<file path="config.mk">
export PLATFORM = sky130hd
export DESIGN_NAME = hl_clkdiv
export DESIGN_NICKNAME = d
export VERILOG_FILES = /design/src/rtl/hlcd_pkg.sv /design/src/rtl/hlcd_encode.sv /design/src/rtl/hlcd_decode.sv /design/src/rtl/hlcd_wave.sv /design/src/rtl/hl_clkdiv.sv
export SDC_FILE = /design/constraint.sdc
export NUM_CORES = 1
export LEC_CHECK = 0
export ABC_AREA = 1
export CAP_MARGIN = 15
export CORE_AREA = 2 2 71 73
export CTS_CLUSTER_SIZE = 16
export DETAILED_ROUTE_END_ITERATION = 10
export DIE_AREA = 0 0 73 75
export PLACE_DENSITY_LB_ADDON = 0.08
export SLEW_MARGIN = 20
export SYNTH_ARGS = -nofsm -noshare
export SYNTH_HDL_FRONTEND = slang
export SYNTH_SLANG_ARGS = --single-unit
</file>
<file path="constraint.sdc">
create_clock -name clk -period 3.37 [get_ports clk]
set_input_delay 0.674 -clock clk [delete_from_list [all_inputs] [get_ports clk]]
set_output_delay 0.674 -clock clk [all_outputs]
set_load 0.02 [all_outputs]
</file>
<file path="src/rtl/hlcd_pkg.sv">
package hlcd_pkg;
    typedef enum logic {
        PH_LOW  = 1'b0,
        PH_HIGH = 1'b1
    } phase_e;
endpackage

</file>
<file path="src/rtl/hlcd_encode.sv">
module hlcd_encode #(
    parameter int FIELD_W = 6,
    parameter int RATIO_W = FIELD_W + 2,
    parameter int WORD_W  = 16
) (
    input  logic [RATIO_W-1:0] ratio_i,
    output logic [WORD_W-1:0]  word_a_o,
    output logic [WORD_W-1:0]  word_b_o
);
    localparam int MAX_RATIO = 2 ** (FIELD_W + 1);

    logic [RATIO_W-1:0] r_c;
    logic [RATIO_W-1:0] hi_c;
    logic [RATIO_W-1:0] lo_c;

    always_comb begin
        r_c = ratio_i;
        if (ratio_i == '0) begin
            r_c = RATIO_W'(1);
        end else if (ratio_i > RATIO_W'(MAX_RATIO)) begin
            r_c = RATIO_W'(MAX_RATIO);
        end
        hi_c = r_c >> 1;
        lo_c = r_c - hi_c;

        word_a_o = '0;
        word_a_o[FIELD_W-1:0]         = lo_c[FIELD_W-1:0];
        word_a_o[2*FIELD_W-1:FIELD_W] = hi_c[FIELD_W-1:0];

        word_b_o = '0;
        word_b_o[FIELD_W+1] = r_c[0];
        word_b_o[FIELD_W]   = (r_c == RATIO_W'(1));
    end

    logic unused_bits;
    assign unused_bits = ^{hi_c[RATIO_W-1:FIELD_W], lo_c[RATIO_W-1:FIELD_W]};
endmodule

</file>
<file path="src/rtl/hlcd_decode.sv">
module hlcd_decode #(
    parameter int FIELD_W = 6,
    parameter int WORD_W  = 16,
    parameter int LEN_W   = FIELD_W + 1
) (
    input  logic [WORD_W-1:0] word_a_i,
    input  logic [WORD_W-1:0] word_b_i,
    output logic [LEN_W-1:0]  hi_len_o,
    output logic [LEN_W-1:0]  lo_len_o,
    output logic              byp_o
);
    logic [FIELD_W-1:0] lo_f;
    logic [FIELD_W-1:0] hi_f;

    assign lo_f = word_a_i[FIELD_W-1:0];
    assign hi_f = word_a_i[2*FIELD_W-1:FIELD_W];

    // zero field stands for the full 2**FIELD_W length
    assign lo_len_o = (lo_f == '0) ? {1'b1, {FIELD_W{1'b0}}} : {1'b0, lo_f};
    assign hi_len_o = (hi_f == '0) ? {1'b1, {FIELD_W{1'b0}}} : {1'b0, hi_f};
    assign byp_o    = word_b_i[FIELD_W];

    logic unused_fields;
    assign unused_fields = ^{word_a_i[WORD_W-1:2*FIELD_W],
                             word_b_i[WORD_W-1:FIELD_W+1],
                             word_b_i[FIELD_W-1:0]};
endmodule

</file>
<file path="src/rtl/hlcd_wave.sv">
module hlcd_wave
    import hlcd_pkg::*;
#(
    parameter int FIELD_W = 6,
    parameter int LEN_W   = FIELD_W + 1,
    parameter int RATIO_W = FIELD_W + 2
) (
    input  logic               clk,
    input  logic               rst_n,
    input  logic [LEN_W-1:0]   hi_len_i,
    input  logic [LEN_W-1:0]   lo_len_i,
    input  logic               byp_i,
    output logic               clk_en_o,
    output logic [RATIO_W-1:0] ratio_o
);
    localparam int MAX_RATIO = 2 ** (FIELD_W + 1);

    typedef struct packed {
        phase_e           ph;
        logic [LEN_W-1:0] cnt;
        logic [LEN_W-1:0] hi;
        logic [LEN_W-1:0] lo;
        logic             byp;
        logic             out;
    } wave_st_t;

    wave_st_t st_d;
    wave_st_t st_q;
    logic     boundary;

    always_comb begin
        st_d     = st_q;
        boundary = st_q.byp || (st_q.ph == PH_LOW && st_q.cnt == LEN_W'(1));
        if (boundary) begin
            st_d.hi  = hi_len_i;
            st_d.lo  = lo_len_i;
            st_d.byp = byp_i;
            st_d.ph  = PH_HIGH;
            st_d.cnt = hi_len_i;
            st_d.out = 1'b1;
        end else if (st_q.ph == PH_HIGH) begin
            if (st_q.cnt == LEN_W'(1)) begin
                st_d.ph  = PH_LOW;
                st_d.cnt = st_q.lo;
                st_d.out = 1'b0;
            end else begin
                st_d.cnt = st_q.cnt - LEN_W'(1);
                st_d.out = 1'b1;
            end
        end else begin
            st_d.cnt = st_q.cnt - LEN_W'(1);
            st_d.out = 1'b0;
        end
    end

    always_ff @(posedge clk or negedge rst_n) begin
        if (!rst_n) begin
            st_q <= '{ph: PH_LOW, cnt: LEN_W'(1), hi: LEN_W'(1), lo: LEN_W'(1),
                      byp: 1'b1, out: 1'b0};
        end else begin
            st_q <= st_d;
        end
    end

    assign clk_en_o = st_q.out;
    assign ratio_o  = st_q.byp ? RATIO_W'(1)
                               : ({1'b0, st_q.hi} + {1'b0, st_q.lo});

    AST_CFG_HOLD: assert property (@(posedge clk) disable iff (!rst_n)
        !boundary |=> ($stable(st_q.hi) && $stable(st_q.lo) && $stable(st_q.byp)));
    AST_BYPASS_OUT: assert property (@(posedge clk) disable iff (!rst_n)
        (boundary && byp_i) |=> clk_en_o);
    AST_HIGH_END: assert property (@(posedge clk) disable iff (!rst_n)
        (st_q.ph == PH_HIGH && st_q.cnt == LEN_W'(1) && !st_q.byp) |=> !clk_en_o);
    AST_LOW_QUIET: assert property (@(posedge clk) disable iff (!rst_n)
        (st_q.ph == PH_LOW) |-> !clk_en_o);
    AST_RATIO_RANGE: assert property (@(posedge clk) disable iff (!rst_n)
        (ratio_o >= RATIO_W'(1)) && (ratio_o <= RATIO_W'(MAX_RATIO)));
endmodule

</file>
<file path="src/rtl/hl_clkdiv.sv">
module hl_clkdiv #(
    parameter int FIELD_W = 6,
    parameter int WORD_W  = 16,
    parameter int RATIO_W = FIELD_W + 2
) (
    input  logic               clk,
    input  logic               rst_n,
    input  logic               cfg_mode_i,
    input  logic [RATIO_W-1:0] ratio_i,
    input  logic [WORD_W-1:0]  word_a_i,
    input  logic [WORD_W-1:0]  word_b_i,
    output logic               clk_en_o,
    output logic [RATIO_W-1:0] ratio_o,
    output logic [WORD_W-1:0]  enc_word_a_o,
    output logic [WORD_W-1:0]  enc_word_b_o
);
    localparam int LEN_W     = FIELD_W + 1;
    localparam int MAX_RATIO = 2 ** (FIELD_W + 1);

    logic [WORD_W-1:0] sel_a;
    logic [WORD_W-1:0] sel_b;
    logic [LEN_W-1:0]  hi_len;
    logic [LEN_W-1:0]  lo_len;
    logic              byp;

    hlcd_encode #(.FIELD_W(FIELD_W), .RATIO_W(RATIO_W), .WORD_W(WORD_W)) i_encode (
        .ratio_i  (ratio_i),
        .word_a_o (enc_word_a_o),
        .word_b_o (enc_word_b_o)
    );

    assign sel_a = cfg_mode_i ? word_a_i : enc_word_a_o;
    assign sel_b = cfg_mode_i ? word_b_i : enc_word_b_o;

    hlcd_decode #(.FIELD_W(FIELD_W), .WORD_W(WORD_W), .LEN_W(LEN_W)) i_decode (
        .word_a_i (sel_a),
        .word_b_i (sel_b),
        .hi_len_o (hi_len),
        .lo_len_o (lo_len),
        .byp_o    (byp)
    );

    hlcd_wave #(.FIELD_W(FIELD_W), .LEN_W(LEN_W), .RATIO_W(RATIO_W)) i_wave (
        .clk      (clk),
        .rst_n    (rst_n),
        .hi_len_i (hi_len),
        .lo_len_i (lo_len),
        .byp_i    (byp),
        .clk_en_o (clk_en_o),
        .ratio_o  (ratio_o)
    );

    AST_ENC_SPLIT: assert property (@(posedge clk) disable iff (!rst_n)
        (!cfg_mode_i && ratio_i >= RATIO_W'(2) && ratio_i <= RATIO_W'(MAX_RATIO))
        |-> (({1'b0, hi_len} + {1'b0, lo_len}) == ratio_i && !byp));
    AST_ZERO_REQ: assert property (@(posedge clk) disable iff (!rst_n)
        (!cfg_mode_i && ratio_i == '0) |-> byp);
endmodule

</file>
# Word-level counts from Yosys, hierarchy flattened
# Index checks and enable logic that the tools add are counted.
[classes]
add_sub_neg = 3
order_cmp = 1
eq_ne = 2
muxes = 13
bitwise = 1
n_reduce_logical = 5
[op_table]
columns = ["cell", "count"]
rows = [
  ["$mux 7", 5],
  ["$mux 8", 4],
  ["$logic_not 6->1", 2],
  ["$mux 12", 1],
  ["$add 7x7->8", 1],
  ["$eq 8x1->1 const B", 1],
  ["$gt 8x8->1 const B", 1],
  ["$logic_not 8->1", 1],
  ["$eq 7x1->1 const B", 1],
  ["$sub 7x1->7 const B", 1],
  ["$sub 6x6->6", 1],
  ["$mux 1", 3],
  ["$logic_and 1x1->1", 1],
  ["$logic_or 1x1->1", 1],
  ["$not 1->1", 1],
]
[totals]
ff_bits = 24
input_bits = 43
output_inout_bits = 41

# Logic depth before layout (Yosys ltp)
# Gate-level depths: netlist of the first run.
[logic_depth]
ltp_word = 8
ltp_mapped = 18

# Cells and area by module
# Synthesis of the first run repeated with hierarchy kept, for this count alone.
[hier_totals]
cells_unflattened = 405
area_unflattened_um2 = 2561.2
[by_module_without_submodules]
columns = ["mod", "n_inst", "cells_each", "area_each_um2", "seq_area_each_um2"]
rows = [
  ["hlcd_wave", 1, 185, 1447.6, 580.6],
  ["hlcd_encode", 1, 93, 526.8, 0.0],
  ["hl_clkdiv", 1, 104, 491.7, 0.0],
  ["hlcd_decode", 1, 23, 95.1, 0.0],
]

# Worst setup path before layout of the first run
# OpenSTA, ideal clock, no wires.
[synth_path]
path_type = "input -> output"
start = "in ratio_i[4]"
end = "out enc_word_a_o[5]"
t_arrival_ns = 2.513
path_slack_ns = 0.183
cell_stages = 14
n_path_buf = 0
cell_sequence = "nor2_1 > nand2_1 > o21ai_4 > inv_1 > nor2_2 > inv_1 > ha_1 > nor3_1 > nor2_1 > nor2_1 > nand3_2 > nand3_1 > nand2_1 > nand2_1"
[synth_between]
elab_chain_cells = 4
elab_cells_between_ends = 5
classes_between = "add/sub (1); order compare (1); mux (2); reduce/logical (1)"
[synth_rtl]
columns = ["item", "line_no", "source"]
rows = [
  ["start, declared", "hl_clkdiv.sv:9", "input logic [RATIO_W-1:0] ratio_i,"],
  ["$gt 8x8->1", "hlcd_encode.sv:20", "end else if (ratio_i > RATIO_W'(MAX_RATIO)) begin"],
  ["$mux 8", "hlcd_encode.sv:20", ""],
  ["$mux 8 *", "hlcd_encode.sv:18", "if (ratio_i == '0) begin"],
  ["via enc_word_a_o[8]", "hl_clkdiv.sv:14", "output logic [WORD_W-1:0] enc_word_a_o,"],
  ["$sub 6x6->6 *", "hlcd_encode.sv:24", "lo_c = r_c - hi_c;"],
  ["end, declared", "hl_clkdiv.sv:14", ""],
]
# Mark *: on every way through the listed nets, which the timed path passes. The rest lies on a longest branch.

# Worst setup path in the final report of the first run
[layout_path]
start = "in ratio_i[3]"
end = "out enc_word_a_o[4]"
[layout_between]
elab_chain_cells = 4
elab_cells_between_ends = 5
classes_between = "add/sub (1); order compare (1); mux (2); reduce/logical (1)"
[layout_rtl]
columns = ["item", "line_no"]
rows = [
  ["$gt 8x8->1", "hlcd_encode.sv:20"],
  ["$mux 8", "hlcd_encode.sv:20"],
  ["$mux 8 *", "hlcd_encode.sv:18"],
  ["$sub 6x6->6 *", "hlcd_encode.sv:24"],
]
# Mark *: on every way between the ends. The rest lies on a longest branch, timed or not.

==> results summary, run 1 <==
The final count of pins violating max slew is 0. The CTS root buffer is sky130_fd_sc_hd__clkbuf_8. For the final database, setup skew stands at 4.85 ps. The clock-pin slew on the worst setup and hold paths came out at 90 ps. The final critical-path share of the clock period came out at 96.4%. The peak clock frequency supported by timing is 0.308 GHz. The area inside the core boundary came out at 4660 um^2. The number of flops mapped to enable cells by yosys is 0. The data arrival time of the critical path came out at 2580 ps. The pin slew with the least headroom to its limit is 962 ps. The growth of design area from synthesis to finish came out at 38.1%.

The wire length of the first global-routing pass came out at ~8100 um. The total die area came out at ~5500 um^2. The synthesis warning total is 0.

At the later pin of the worst-skew pair, clock insertion delay measures 270 ps. The cell area power density is around 250 nW/um^2. In this run the count of I/O pins placed on the die edge is 84. The remaining antenna violation count after routing came out at 0. In this design, the stage delay of the slowest critical-path cell is 350 ps. For this run, design rule violations remaining after detail routing come to 0. The overall track demand over capacity in global routing came out at 18.9%. The count of mapped cells out of synthesis came out at 291. After Yosys synthesis, and, or, nand and nor cells account for 29.6% of the synthesized area. The maximum number of pins on one net before global-route repair came out at 24.

The multi-input combinational cell area is between 1000 and 1500 um^2. The fraction of synthesis flops using an asynchronous set or reset pin is 100%. The flip-flop and latch count after synthesis is 23. The final layout net count came out at 432.

The type of the worst min-delay path is reg -> reg. Across the run, the number of max-cap violations was 0. Sequential cells were found to cover 28.6% of the synthesized design area. The worst setup path is launched from an input pin.

In this run, the number of DRC markers left after iteration 0 of detailed routing was 126. Cells fill 60.2% of the core in the end. Setup repair after global routing left no endpoint under its margin. The clock net in this run drives a total of 23 sinks. Traced cell by cell, the critical path runs through clkdlybuf4s15_1, nor2_1, nand2_1, o21ai_4, nand2_1, o21a_1, ha_2, fa_2, o21ai_2, nand2_1, nand2_1, nand2_1, and2_4, buf_6. In the final layout, flip-flops and latches occupy 581 um^2. The total congestion overflow after global routing came out at 0.

The floorplan has 25 rows. In this design, the largest share of critical-path delay is due to simple AND/OR/NAND/NOR gates. Across all hold checks on the routed design, the worst slack comes to 487 ps. Routability-driven placement finished with a final weighted congestion of around 0.87. The maximum net fanout on the critical path came out at 4. The number of buffers between clock root and the deepest sink came out at 2. The repair_antennas step left the layout with diodes totalling 0. For this run, the leading register cell type out of synthesis is sky130_fd_sc_hd__dfrtp_1.

The height of the chip came out at 75 um. In this run the biggest area consumer among cell types represents 23.4% of the synthesized area. The total vias in the final route came out at 1,971. The average instance area after synthesis came out at 6.98 um^2. The synthesized netlist devotes 12.4% of its cell area to compound gates. The number of fill cells in the layout came out at ~460. The number of global-route vias before repair came to approximately 1,900.

The register-to-register setup slack is roughly 1200 ps. After synthesis, the largest family of logic cells by area is simple AND/OR/NAND/NOR gates. The x dimension of the die came out at 73 um. The cell leakage power came out at approximately 1.4 nW.

The hold violation count in the final report came out at 0. In the final routed layout, each cell accounts on average for around 12 um. The relative slew slack is 35.6%. STA classifies the critical path endpoint as a primary output. The critical path class is in -> out.

The maximum vdd ir drop came out at 0.170 mV. The number of CTS-inserted buffers came out at 3. The routed wire length is roughly 4900 um. The biggest area consumer among synthesized cells is sky130_fd_sc_hd__dfrtp_1.

Among all stages on the critical path, the largest delay is contributed by sky130_fd_sc_hd__fa_2. Counting stages on the worst path, the most repeated cell is sky130_fd_sc_hd__nand2_1. The number of buffer and inverter instances along the worst setup path is 2. The time the final worst path needs with I/O delays and setup is between 3000 and 4000 ps. The number of antenna violations at the first check in global routing is 0.

The placed wire-length estimate after detailed placement is 3970 um. TritonCTS built the clock tree. The portion of synthesized area spent on multiplexers is 0%. The mapped netlist covers 2030 um^2. The initial core utilization came out at 43.6%.

The commonest cells after synthesis are sky130_fd_sc_hd__nand2_1, sky130_fd_sc_hd__inv_1, sky130_fd_sc_hd__nor2_1. In the post-synthesis netlist, the cell with the most instances is sky130_fd_sc_hd__nand2_1. The adder-cell share of the synthesized area came out at 11.8%. Cells with a size suffix above 1 make up 20.8% of the layout. The finished cells cover 2810 um^2.

The total cell area at the placement stage came out at ~2700 um^2. Synthesis instantiated 33 different standard cells from the library. The number of levels in the clock H-tree is 1. The flow ran to the end, and the final reports show no timing, DRC or antenna violations. The fraction of synthesized cell area in xor and xnor cells is ~2.2%. The critical path required time came out at about 2700 ps. Using the TritonRoute via totals, the vias-per-cell ratio works out to 4.65. Yosys attributes the largest share of cell area to sky130_fd_sc_hd__dfrtp_1, sky130_fd_sc_hd__nand2_1, sky130_fd_sc_hd__ha_1. The number of I/O port buffers is 46. The number of hold buffers added after CTS came out at 0.

The number of optimization iterations in the first detailed-route pass came out at 4. The number of setup violations in the final report is 0.
[placed cells by master, fill, tap and decap left out, types with 3 or more instances in the layout]
cell type / Yosys / final
sky130_fd_sc_hd__inv_1: 39 / 36
sky130_fd_sc_hd__dfrtp_1: 19 / 19
sky130_fd_sc_hd__nand2_2: 2 / 3
sky130_fd_sc_hd__a31oi_1: 3 / 3
sky130_fd_sc_hd__o21a_1: 3 / 3
sky130_fd_sc_hd__nor3_2: 2 / 3
sky130_fd_sc_hd__clkbuf_8: 0 / 3
sky130_fd_sc_hd__clkdlybuf4s50_1: 0 / 31
sky130_fd_sc_hd__nand3_2: 3 / 3
sky130_fd_sc_hd__buf_4: 18 / 36
sky130_fd_sc_hd__or2_2: 3 / 3
sky130_fd_sc_hd__nor2_1: 24 / 21
sky130_fd_sc_hd__dlygate4sd2_1: 0 / 3
sky130_fd_sc_hd__o21ai_0: 22 / 19
sky130_fd_sc_hd__conb_1: 1 / 18
sky130_fd_sc_hd__xor2_1: 4 / 4
sky130_fd_sc_hd__ha_1: 16 / 13
sky130_fd_sc_hd__a21oi_1: 9 / 9
sky130_fd_sc_hd__inv_2: 0 / 3
sky130_fd_sc_hd__nor3_1: 4 / 3
sky130_fd_sc_hd__clkdlybuf4s15_1: 0 / 4
sky130_fd_sc_hd__nand2_1: 82 / 81
sky130_fd_sc_hd__nor2_2: 2 / 4
sky130_fd_sc_hd__nand3_1: 11 / 11
sky130_fd_sc_hd__dfstp_2: 4 / 4
[per-stage QoR]
stage,instances,power (W),TNS [ps],setup slack (ps)
6_report,424,0.000694,0,120
5_1_grt,424,0.000728,0,5.20
4_1_cts,424,0.000693,-19.9,-19.9
3_5_place_dp,417,0.000516,-3360,-746
3_3_place_gp,417,0.000515,-3360,-715
2_1_floorplan,308,0.000407,0,183
[where the power goes]
part	internal [W]	total, W	leakage [nW]	switching [W]
registers	0.000276	0.000276	0.224	0
clock network	0.0000845	0.000176	0.0228	0.0000916
logic	0.000116	0.000242	1.16	0.000126
[what timing repair did]
action	4_1_cts	5_1_grt
buffers inserted	3	0
endpoints found under the setup margin	8	9
pin swaps	12	15
resized for setup	42	15
[cell families (layout without fill, tap and decap cells)]
group                    Yosys count  in the layout
adder cells (fa/ha/maj)           18             18
other                              1             18
AO/OA/AOI/OAI                     43             43
flip-flops                        23             23
XOR/XNOR                           5              5
buffers and inverters             63            125
AND/OR/NAND/NOR                  138            138
[layout make-up]
cell class                      count  share of cell area, %
Inverter                           39                   5.22
Multi-Input combinational cell    222                   44.6
Tap cell                           54                   2.41
Timing Repair Buffer               82                   25.5
Clock buffer                        4                   1.61
Sequential cell                    23                   20.7
[worst min-delay path, cell delays in order, from the launching register on]
cell and delay (ps):
sky130_fd_sc_hd__dfrtp_1 360, sky130_fd_sc_hd__nand2_1 50, sky130_fd_sc_hd__nand2_1 40
[sequential cells by signal, indices dropped and copies added (netlist names)]
register / count
i_wave.st_q: 22
i_wave.clk_en_o: 1
[final timing paths]
check	startpoint	to	cells past startpoint
worst min register to register	i_wave.st_q[14]	i_wave.st_q[14]	2
worst min-delay path	i_wave.st_q[14]	i_wave.st_q[14]	2
max in group asynchronous	rst_n	i_wave.st_q[9]	2
min in group asynchronous	rst_n	i_wave.st_q[19]	1
worst max register to register	i_wave.st_q[16]	i_wave.st_q[8]	11
worst max-delay path	ratio_i[3]	enc_word_a_o[4]	14
[routing by layer]
layer | track usage [%] | up-vias | share of wire (%)
met5 | 0 | - | 0
met4 | 5.97 | 0 | 2.0
met3 | 2.28 | 10 | 3.9
met2 | 33.4 | 45 | 49
met1 | 23.9 | 870 | 45
li1 | - | 1046 | -
Power figures use the tool's default switching activity.
==> run 2: changes to the inputs <==
Settings changed: SLEW_MARGIN 20 to 40.
==> results summary, run 2 (synthesis results as in run 1) <==
STA classifies the critical path endpoint as a primary output. The number of placed I/O pins came out at 84. The flip-flop count of the largest register, all copies and words added came out at 22. The final layout net count is roughly 430. The placed wire-length estimate after detailed placement came out at 3980 um.

The internal power consumption is between 0.0004 and 0.0005 W. The number of levels in the clock H-tree came out at 1. Data arrives at the worst endpoint at 2560 ps. The top cell types in the final layout, fill and taps aside, are sky130_fd_sc_hd__nand2_1, sky130_fd_sc_hd__buf_4, sky130_fd_sc_hd__inv_1. The hold violation count in the final report came to 0. The height of the chip came out at 75 um.

The number of antenna violations at the first check in global routing is 0. Across the VDD grid, the largest voltage drop is roughly 0.12 mV. i_wave.st_q holds more flip-flops than any other register. The worst register-to-register path has a depth of 11. After clock tree synthesis, the clock-pin slew on the worst setup and hold paths is 80 ps. The final critical-path share of the clock period came out at 95.9%.

The count of maximum capacitance violations is 0. The number of I/O port buffers came out at 46. The overall track demand over capacity in global routing is 19.0%. The wire length of the first global-routing pass came out at 8130 um. Setup repair after global routing left no endpoint under its margin.

The x dimension of the die is 73 um. The repair_antennas step left the layout with diodes totalling 0. The area inside the core boundary is 4660 um^2. For the final routed database, the setup TNS stands at 0 ps. The CTS root buffer is sky130_fd_sc_hd__clkbuf_8. For this block, the routed nets add up to between 4000 and 5000 um of wire. The worst setup path is of the in -> out kind. The total die area came out at 5480 um^2. The total number of clock tree sinks came out at 23. The global placement routability congestion is 0.875. The total vias in the final route is 1,974. Fill cells in the final layout number around 460. In this run the worst path has a maximum fanout of 4. The part of the power in registers came out at around 40%. The remaining antenna violation count after routing is 0. Entering global routing, the biggest net connects 24 pins.

The number of clock buffers added by TritonCTS is 3. The tightest min-delay check is of the in -> async type. The analysis attributes to cell leakage a power of 1.40 nW. The startpoint identified for the worst register-to-register timing path is i_wave.st_q[16]. The worst register-to-register path ends at i_wave.st_q[8]. In this run, the number of DRC markers left after iteration 0 of detailed routing was 130. TritonCTS built the clock tree. The total congestion overflow after global routing is 0.

The number of global-route vias before repair is 1,884. The growth of design area from synthesis to finish is 36.5%. The share of power burned in the clock network is between 20% and 30%. The initial core utilization came out at 43.6%. The worst setup path is launched from an input pin. The area taken by flip-flops and latches is 581 um^2. The worst clock skew is 3.26 ps. The run finished with clean final reports. The final count of pins violating max slew came out at 0.

The total power is 0.000686 W. The number of buffers between clock root and the deepest sink came out at 2. The critical path required time came out at 2700 ps. Setup violations remaining at the end of the flow were counted as 0.

The cell area power density came out at between 200 and 250 nW/um^2. The peak clock frequency supported by timing came out at 0.309 GHz. Across all register-to-register paths, the minimum setup slack is 1210 ps. Using the TritonRoute via totals, the vias-per-cell ratio works out to 4.64. After detailed routing, the average wire length per cell comes to 11.3 um. The number of hold buffers added after CTS came out at 0. The number of rows in the core area is 25.

In this run switching power makes up about 31% of total power. The proportion of power drawn by combinational gates is about a third. The time the final worst path needs with I/O delays and setup came out at between 3000 and 4000 ps. The multi-input combinational cell area is 1240 um^2. In the routed design, unresolved DRC markers number 0.

The share of cells above drive strength 1 came out at between 20% and 30%. The clock latency at the later pin of the worst-skew pair is 260 ps. The number of optimization iterations in the first detailed-route pass came out at 4. Leaving out fill and tap cells, the most frequent cell in the layout is sky130_fd_sc_hd__nand2_1.

The reported net switching power came out at 0.000213 W.
-- run 2: critical path, cell delays in order --
cell and delay, ps:
sky130_fd_sc_hd__clkdlybuf4s15_1 170, sky130_fd_sc_hd__inv_2 60, sky130_fd_sc_hd__nand2_2 70, sky130_fd_sc_hd__o21ai_4 190, sky130_fd_sc_hd__nand2_1 70, sky130_fd_sc_hd__o21a_1 110, sky130_fd_sc_hd__ha_2 190, sky130_fd_sc_hd__fa_2 400
sky130_fd_sc_hd__o21ai_2 150, sky130_fd_sc_hd__nand2_1 80, sky130_fd_sc_hd__nand2_1 60, sky130_fd_sc_hd__nand2_1 60, sky130_fd_sc_hd__and2_4 140, sky130_fd_sc_hd__buf_6 120
-- run 2: power by group through the flow --
| stage | Sequential, W | Clock, W | Combinational, W |
|---|---|---|---|
| floorplan | 0.000281 | 0 | 0.000126 |
| global placement | 0.000281 | 0 | 0.000234 |
| global route | 0.000276 | 0.000186 | 0.000263 |
| finish | 0.000276 | 0.000172 | 0.000238 |
| CTS | 0.000276 | 0.000176 | 0.000234 |
| detailed placement | 0.000281 | 0 | 0.000234 |
-- run 2: per-stage QoR --
stage               area (um^2)  std cells  hold WS [ps]  utilization, %  worst slack, ps
floorplan                  2100        308           378               -              183
finish                     2770        425           353            59.5              138
global placement           2710        417           457            58.1             -715
CTS                        2770        424           371            59.5             24.3
detailed placement         2700        417           463            58.0             -744
global route               2770        425           395            59.5             7.72
-- run 2: worst max path at each step --
| stage | start | endpoint | slack [ps] | cells past startpoint |
|---|---|---|---|---|
| after floorplan | ratio_i[4] | enc_word_a_o[5] | 180 | 14 |
| after global placement | ratio_i[4] | enc_word_a_o[4] | -720 | 13 |
| after detailed placement | ratio_i[4] | enc_word_a_o[4] | -740 | 13 |
| after CTS | ratio_i[2] | enc_word_a_o[4] | 20 | 14 |
| after global routing | ratio_i[6] | enc_word_a_o[4] | 8 | 14 |
| final | ratio_i[6] | enc_word_a_o[4] | 140 | 14 |
-- run 2: final cells by class --
cell class | count | share of cell area [%]
multi-input combinational | 222 | 44.8
timing repair buffer | 83 | 24.9
sequential | 23 | 20.9
inverter | 39 | 5.28
tap | 54 | 2.44
clock buffer | 4 | 1.62
-- run 2: routing by layer --
| metal | vias to the layer above | part of all wire [%] | GRT usage (%) |
|---|---|---|---|
| li1 | 1049 | - | - |
| met1 | 872 | 46 | 24.4 |
| met2 | 47 | 48 | 33.5 |
| met3 | 6 | 4.7 | 2.01 |
| met4 | 0 | 1.4 | 5.76 |
| met5 | - | 0 | 0 |
-- run 2: timing repair --
action	CTS	global route
setup buffers	3	1
resized for setup	41	21
pin swaps	12	15
setup endpoints to repair	8	6
hold endpoints to repair	0	0
